===== config.mk =====
export PLATFORM = sky130hd
export DESIGN_NAME = dual_half_timer
export DESIGN_NICKNAME = d
export VERILOG_FILES = /design/src/rtl/dht_pkg.sv /design/src/rtl/dht_prescaler.sv /design/src/rtl/dht_half.sv /design/src/rtl/dht_regs.sv /design/src/rtl/dual_half_timer.sv
export SDC_FILE = /design/constraint.sdc
export NUM_CORES = 1
export LEC_CHECK = 0
export ABC_AREA = 1
export BUFFER_PORTS_ARGS = -buffer_cell sky130_fd_sc_hd__buf_2
export CORE_AREA = 2 2 89 91
export CTS_BUF_LIST = sky130_fd_sc_hd__clkbuf_8
export CTS_CLUSTER_DIAMETER = 60
export CTS_CLUSTER_SIZE = 12
export DETAILED_ROUTE_END_ITERATION = 16
export DIE_AREA = 0 0 91 93
export GPL_ROUTABILITY_DRIVEN = 0
export PLACE_DENSITY = 0.78
export RECOVER_POWER = 100
export SYNTH_ARGS = -nofsm -noshare
export SYNTH_HDL_FRONTEND = slang
export SYNTH_SLANG_ARGS = --single-unit

===== constraint.sdc =====
create_clock -name clk -period 1.6 [get_ports clk]
set_input_delay 0.16 -clock clk [delete_from_list [all_inputs] [get_ports clk]]
set_output_delay 0.16 -clock clk [all_outputs]
set_load 0.05 [all_outputs]

===== src/rtl/dht_pkg.sv =====
package dht_pkg;
   localparam int ADDR_W = 3;

   typedef enum logic [1:0] {
      MODE_SPLIT    = 2'd0,
      MODE_PWM2     = 2'd1,
      MODE_CASC     = 2'd2,
      MODE_CASC_PWM = 2'd3
   } dht_mode_e;

   localparam logic [ADDR_W-1:0] A_MODE  = 3'd0;
   localparam logic [ADDR_W-1:0] A_CFG   = 3'd1;
   localparam logic [ADDR_W-1:0] A_PRE   = 3'd2;
   localparam logic [ADDR_W-1:0] A_MLO   = 3'd3;
   localparam logic [ADDR_W-1:0] A_MHI   = 3'd4;
   localparam logic [ADDR_W-1:0] A_DLO   = 3'd5;
   localparam logic [ADDR_W-1:0] A_DHI   = 3'd6;
   localparam logic [ADDR_W-1:0] A_FCLR  = 3'd7;
endpackage


===== src/rtl/dht_prescaler.sv =====
module dht_prescaler #(
   parameter int PRE_W = 8
) (
   input  logic             clk,
   input  logic             rst_n,
   input  logic             clr,
   input  logic             en,
   input  logic [PRE_W-1:0] div,
   output logic             tick
);
   logic [PRE_W-1:0] pcnt_q;

   assign tick = en && (pcnt_q == div);

   always_ff @(posedge clk or negedge rst_n) begin
      if (!rst_n)
         pcnt_q <= '0;
      else if (clr)
         pcnt_q <= '0;
      else if (en)
         pcnt_q <= (pcnt_q == div) ? '0 : pcnt_q + 1'b1;
   end
endmodule


===== src/rtl/dht_half.sv =====
module dht_half #(
   parameter int W = 8
) (
   input  logic         clk,
   input  logic         rst_n,
   input  logic         clr,
   input  logic         step,
   input  logic         wrap,
   output logic [W-1:0] cnt
);
   always_ff @(posedge clk or negedge rst_n) begin
      if (!rst_n)
         cnt <= '0;
      else if (clr)
         cnt <= '0;
      else if (step)
         cnt <= wrap ? '0 : cnt + 1'b1;
   end
endmodule


===== src/rtl/dht_regs.sv =====
module dht_regs
   import dht_pkg::*;
#(
   parameter int HALF_W = 8,
   parameter int PRE_W  = 8
) (
   input  logic              clk,
   input  logic              rst_n,
   input  logic              wr_en,
   input  logic [ADDR_W-1:0] wr_addr,
   input  logic [HALF_W-1:0] wr_data,
   output dht_mode_e         mode,
   output logic              run,
   output logic              ten_lo,
   output logic              ten_hi,
   output logic              hi_ext,
   output logic [PRE_W-1:0]  pre_div,
   output logic [HALF_W-1:0] match_lo,
   output logic [HALF_W-1:0] match_hi,
   output logic [HALF_W-1:0] duty_lo,
   output logic [HALF_W-1:0] duty_hi,
   output logic              mode_wr,
   output logic              fclr_lo,
   output logic              fclr_hi
);
   logic unused_wr_bits;
   assign unused_wr_bits = ^wr_data[HALF_W-1:4];

   assign mode_wr = wr_en && (wr_addr == A_MODE);
   assign fclr_lo = wr_en && (wr_addr == A_FCLR) && wr_data[0];
   assign fclr_hi = wr_en && (wr_addr == A_FCLR) && wr_data[1];

   always_ff @(posedge clk or negedge rst_n) begin
      if (!rst_n) begin
         mode     <= MODE_SPLIT;
         run      <= 1'b0;
         ten_lo   <= 1'b0;
         ten_hi   <= 1'b0;
         hi_ext   <= 1'b0;
         pre_div  <= '0;
         match_lo <= '1;
         match_hi <= '1;
         duty_lo  <= '0;
         duty_hi  <= '0;
      end else if (wr_en) begin
         case (wr_addr)
            A_MODE: begin
               mode <= dht_mode_e'(wr_data[1:0]);
               run  <= 1'b0;
            end
            A_CFG: begin
               run    <= wr_data[0];
               ten_lo <= wr_data[1];
               ten_hi <= wr_data[2];
               hi_ext <= wr_data[3];
            end
            A_PRE:   pre_div  <= wr_data[PRE_W-1:0];
            A_MLO:   match_lo <= wr_data;
            A_MHI:   match_hi <= wr_data;
            A_DLO:   duty_lo  <= wr_data;
            A_DHI:   duty_hi  <= wr_data;
            default: ;
         endcase
      end
   end
endmodule


===== src/rtl/dual_half_timer.sv =====
module dual_half_timer
   import dht_pkg::*;
#(
   parameter int HALF_W = 8,
   parameter int PRE_W  = 8
) (
   input  logic              clk,
   input  logic              rst_n,
   input  logic              cyc_tick,
   input  logic              ext_evt,
   input  logic              wr_en,
   input  logic [ADDR_W-1:0] wr_addr,
   input  logic [HALF_W-1:0] wr_data,
   output logic              tgl_lo,
   output logic              tgl_hi,
   output logic              pwm_lo,
   output logic              pwm_hi,
   output logic              irq_lo,
   output logic              irq_hi
);
   localparam int NHALF = 2;

   generate
      if (HALF_W < 4) begin : g_bad_half
         $error("dual_half_timer: HALF_W must be at least 4");
      end
      if (PRE_W < 1 || PRE_W > HALF_W) begin : g_bad_pre
         $error("dual_half_timer: PRE_W must lie in 1..HALF_W");
      end
   endgenerate

   dht_mode_e         mode;
   logic              run, ten_lo, ten_hi, hi_ext, mode_wr, fclr_lo, fclr_hi;
   logic [PRE_W-1:0]  pre_div;
   logic [HALF_W-1:0] match_lo, match_hi, duty_lo, duty_hi;

   dht_regs #(.HALF_W(HALF_W), .PRE_W(PRE_W)) regs_i (
      .clk(clk), .rst_n(rst_n), .wr_en(wr_en), .wr_addr(wr_addr), .wr_data(wr_data),
      .mode(mode), .run(run), .ten_lo(ten_lo), .ten_hi(ten_hi), .hi_ext(hi_ext),
      .pre_div(pre_div), .match_lo(match_lo), .match_hi(match_hi),
      .duty_lo(duty_lo), .duty_hi(duty_hi), .mode_wr(mode_wr),
      .fclr_lo(fclr_lo), .fclr_hi(fclr_hi)
   );

   logic tick;
   dht_prescaler #(.PRE_W(PRE_W)) pre_i (
      .clk(clk), .rst_n(rst_n), .clr(mode_wr), .en(run && cyc_tick),
      .div(pre_div), .tick(tick)
   );

   logic [HALF_W-1:0] cnt_v [NHALF];
   logic [NHALF-1:0]  step_v, wrap_v;

   for (genvar h = 0; h < NHALF; h++) begin : g_half
      dht_half #(.W(HALF_W)) half_i (
         .clk(clk), .rst_n(rst_n), .clr(mode_wr),
         .step(step_v[h]), .wrap(wrap_v[h]), .cnt(cnt_v[h])
      );
   end

   logic [HALF_W-1:0] cnt_lo, cnt_hi;
   assign cnt_lo = cnt_v[0];
   assign cnt_hi = cnt_v[1];

   logic ext_step, hi_src, lo_top, hi_top, full_top, lo_ones, hi_ones;
   assign ext_step = run && ext_evt;
   assign hi_src   = hi_ext ? ext_step : tick;
   assign lo_top   = (cnt_lo == match_lo);
   assign hi_top   = (cnt_hi == match_hi);
   assign full_top = lo_top && hi_top;
   assign lo_ones  = &cnt_lo;
   assign hi_ones  = &cnt_hi;

   logic ev_lo, ev_hi, tg_lo, tg_hi;

   always_comb begin
      step_v = '0;
      wrap_v = '0;
      ev_lo  = 1'b0;
      ev_hi  = 1'b0;
      tg_lo  = 1'b0;
      tg_hi  = 1'b0;
      case (mode)
         MODE_SPLIT: begin
            step_v = {hi_src, tick};
            wrap_v = {hi_top, lo_top};
            ev_lo  = tick && lo_top;
            ev_hi  = hi_src && hi_top;
            tg_lo  = ev_lo;
            tg_hi  = ev_hi;
         end
         MODE_PWM2: begin
            step_v = {tick, tick};
            ev_lo  = tick && lo_ones;
            ev_hi  = tick && hi_ones;
         end
         MODE_CASC: begin
            step_v = {hi_src && (full_top || lo_ones), hi_src};
            wrap_v = {full_top, full_top};
            ev_lo  = hi_src && lo_top;
            ev_hi  = hi_src && full_top;
            tg_lo  = ev_lo;
            tg_hi  = ev_hi;
         end
         MODE_CASC_PWM: begin
            step_v = {tick && (full_top || lo_ones), tick};
            wrap_v = {full_top, full_top};
            ev_lo  = tick && lo_ones && !full_top;
            ev_hi  = tick && full_top;
            tg_hi  = ev_hi;
         end
         default: ;
      endcase
   end

   always_ff @(posedge clk or negedge rst_n) begin
      if (!rst_n) begin
         tgl_lo <= 1'b0;
         tgl_hi <= 1'b0;
         irq_lo <= 1'b0;
         irq_hi <= 1'b0;
      end else begin
         if (mode_wr) begin
            tgl_lo <= 1'b0;
            tgl_hi <= 1'b0;
         end else begin
            if (tg_lo && ten_lo) tgl_lo <= ~tgl_lo;
            if (tg_hi && ten_hi) tgl_hi <= ~tgl_hi;
         end
         irq_lo <= ev_lo || (irq_lo && !fclr_lo);
         irq_hi <= ev_hi || (irq_hi && !fclr_hi);
      end
   end

   assign pwm_lo = ((mode == MODE_PWM2) || (mode == MODE_CASC_PWM)) && (cnt_lo < duty_lo);
   assign pwm_hi = (mode == MODE_PWM2) && (cnt_hi < duty_hi);
endmodule


==> metrics.txt <==
CORE AREA 7530 um2; endpoints failing setup 30; dpl cells about 720; row count 32; Synth Register Bits 74; final worst slack -455 ps; fin crit share 1.28; max incr delay on CP 440 ps; die area 8460 um2; syn avg cell area about 7.7 um2; Initial Util 0.560; synth top area cells dfrtp_1, nand2_1, dfstp_2; slew margin rel. 0.348; # port buffers 21; Setup crit end kind output pin; R2R Path End g_half[1].half_i.cnt[6]; most common cell after layout, fill and taps aside nand2_1; initial antenna violation count 0; crit path max fanout 2; WP data required 1440 ps; Worst Skew 14.5 ps; Finished Layout Cells approximately 750; number of stages on the worst hold path 3; Leak 0.00279 uW; commonest non-fill, non-tap cells in the layout nand2_1, inv_1, buf_4, dfrtp_1, o21ai_0; register-to-register setup slack -450 ps; htree depth 3; Max Clk Rate 487 MHz; final hold viol count 0; CTS tree yes; Ports 22; Clk Latency, worst-skew pair 360 ps; vias post-DR 4267; Pins Over Slew Limit 0; critical path class register to output pin; die width around 91 um; share of the synthesized area in the top cell type 0.345; fill count 526; post-synth top area cell dfrtp_1; Nets ~680; Detailed Route WL 13000 um; outcome complete, but fails checks; global-route wire length before repair 18200 um; WL per Instance approximately 17 um; peak supply drop 0.000587 V; Syn. warnings 0; layout cells sized above 1 0.315; asr flop ratio synth 1.00; worst path cell trace ha_4 > nand2_2 > o21ai_2 > a21oi_1 > o21bai_1 > a31oi_4 > buf_6; Synth Instances 545; Pwr Density approximately 1200 nW/um2; ANT cells 0; RSZ-0062 raised after global routing yes; MaxCap Viol Count 0; worst min path class input pin to register; R2R depth 14; failing checks negative setup slack; clock root cell clkbuf_8; Yosys cell types 36; critical path arrival 1900 ps; hold path start wr_data[0]; Top FF cell, synth dfrtp_1; slowest CP cell dfrtp_1; worst slew pin tran 978 ps; largest net degree at the start of global routing 75; vias per inst around 5.7; Setup crit start kind register; vias in the first global route about 3900; mapped cell area 4210 um2; Post-synth EDFFs 0; finished layout cell area 5600 um2; Tmin final ~2100 ps; deepest clock path buffer count 2; Hold Path End regs_i.mode[0]; total track usage 0.276; area post-placement 4880 um2; GRT overflow 0; DRC 0; Setup TNS -8720 ps; Post-DRT Antenna Nets 0; Iter 0 DRT Violations about 300; P&R area growth vs syn 32.9%; Reg2Reg Launch Point g_half[0].half_i.cnt[1]; CTS buffer count 9; post-synthesis sequential area ratio 0.444; dpl hpwl 7500 um; CTS sink count 74; Die Ht 93 um; Reg clk slew, reported paths 90 ps; Post-Syn Nets 578; Worst Setup SP g_half[1].half_i.cnt[3]; drt pass-1 iters 8
## cells in the mapped netlist (all sizes together) (6+ instances only)
library cell / n
xor2: 13
nor2: 34
dfrtp: 58
nand3: 30
o21ai: 63
a21oi: 18
dfstp: 16
nand4: 16
nor3: 6
nand2: 162
clkbuf: 6
ha: 17
inv: 85
## kinds of logic (layout without fill, tap and decap cells)
kind of cell	Yosys count	after routing	synth area share
xor gates and xnor gates	16	16	0.0333
and+or+nand+nor	252	254	0.271
buffers and inverters	94	198	0.0867
DFF	74	74	0.444
adders and majority gates	17	17	0.0505
AOI/OAI and AO/OA	92	92	0.115
## layer usage
metal,share of wire,global-route usage,vias up
li1,-,-,1953
met1,0.39,0.341,2020
met2,0.48,0.470,220
met3,0.071,0.0556,74
met4,0.056,0.121,0
met5,0,0,-
## state kept, by name (all words and copies together) (netlist names)
signal             cells
g_half.half_i.cnt     16
pre_i.pcnt_q           8
regs_i.duty_hi         8
regs_i.duty_lo         8
regs_i.match_hi        8
regs_i.match_lo        8
regs_i.pre_div         8
regs_i.mode            2
irq_hi                 1
irq_lo                 1
regs_i.hi_ext          1
regs_i.run             1
regs_i.ten_hi          1
regs_i.ten_lo          1
tgl_hi                 1
tgl_lo                 1
## power by group
group,total [uW],internal [uW],switching [uW]
registers,2670,2300,361
logic,2880,1280,1590
clock network,1300,581,720
## layout make-up
class / instances / area [um2] / area share
clock buffer: 10 / 138 / 0.0246
clock inverter: 6 / 26.3 / 0.00469
inverter: 85 / 319 / 0.0570
multi-input combinational: 379 / 2380 / 0.426
sequential: 74 / 1870 / 0.335
tap: 102 / 128 / 0.0228
timing repair buffer: 97 / 732 / 0.131
## through the flow
step	util	setup slack, ps	power (uW)	hold slack, ps
2_1_floorplan	-	-86.9	3990	-136
3_3_place_gp	0.649	-205	4780	214
3_5_place_dp	0.649	-257	4870	219
4_1_cts	0.703	-474	6380	7.63
5_1_grt	0.744	-535	7250	73.5
6_report	0.744	-455	6840	35.8
## what timing repair did
| action | CTS | global route |
|---|---|---|
| resized for setup | 46 | 52 |
| hold endpoints to repair | 58 | 0 |
| setup buffers | 9 | 9 |
| pin swaps | 22 | 35 |
| endpoints found under the setup margin | 23 | 27 |
| gates cloned | 1 | 1 |
| hold buffers | 1 | 0 |
## worst max-delay path: cells and delay by family, from the launching register on
kind | cells | cell delay, ps
AOI/OAI and AO/OA | 4 | 580
buffers and inverters | 1 | 170
and+or+nand+nor | 1 | 50
DFF | 1 | 440
adders and majority gates | 1 | 300
## how the worst max path moves through the flow
stage                     cells past startpoint                      end
after CTS                                     7                   pwm_hi
final                                         7                   pwm_hi
after detailed placement                     14  g_half[1].half_i.cnt[0]
after global placement                        7                   pwm_hi
after floorplan                              14  g_half[1].half_i.cnt[4]
after global routing                         10  g_half[0].half_i.cnt[5]
No activity file was read; power rests on OpenSTA's default activity.
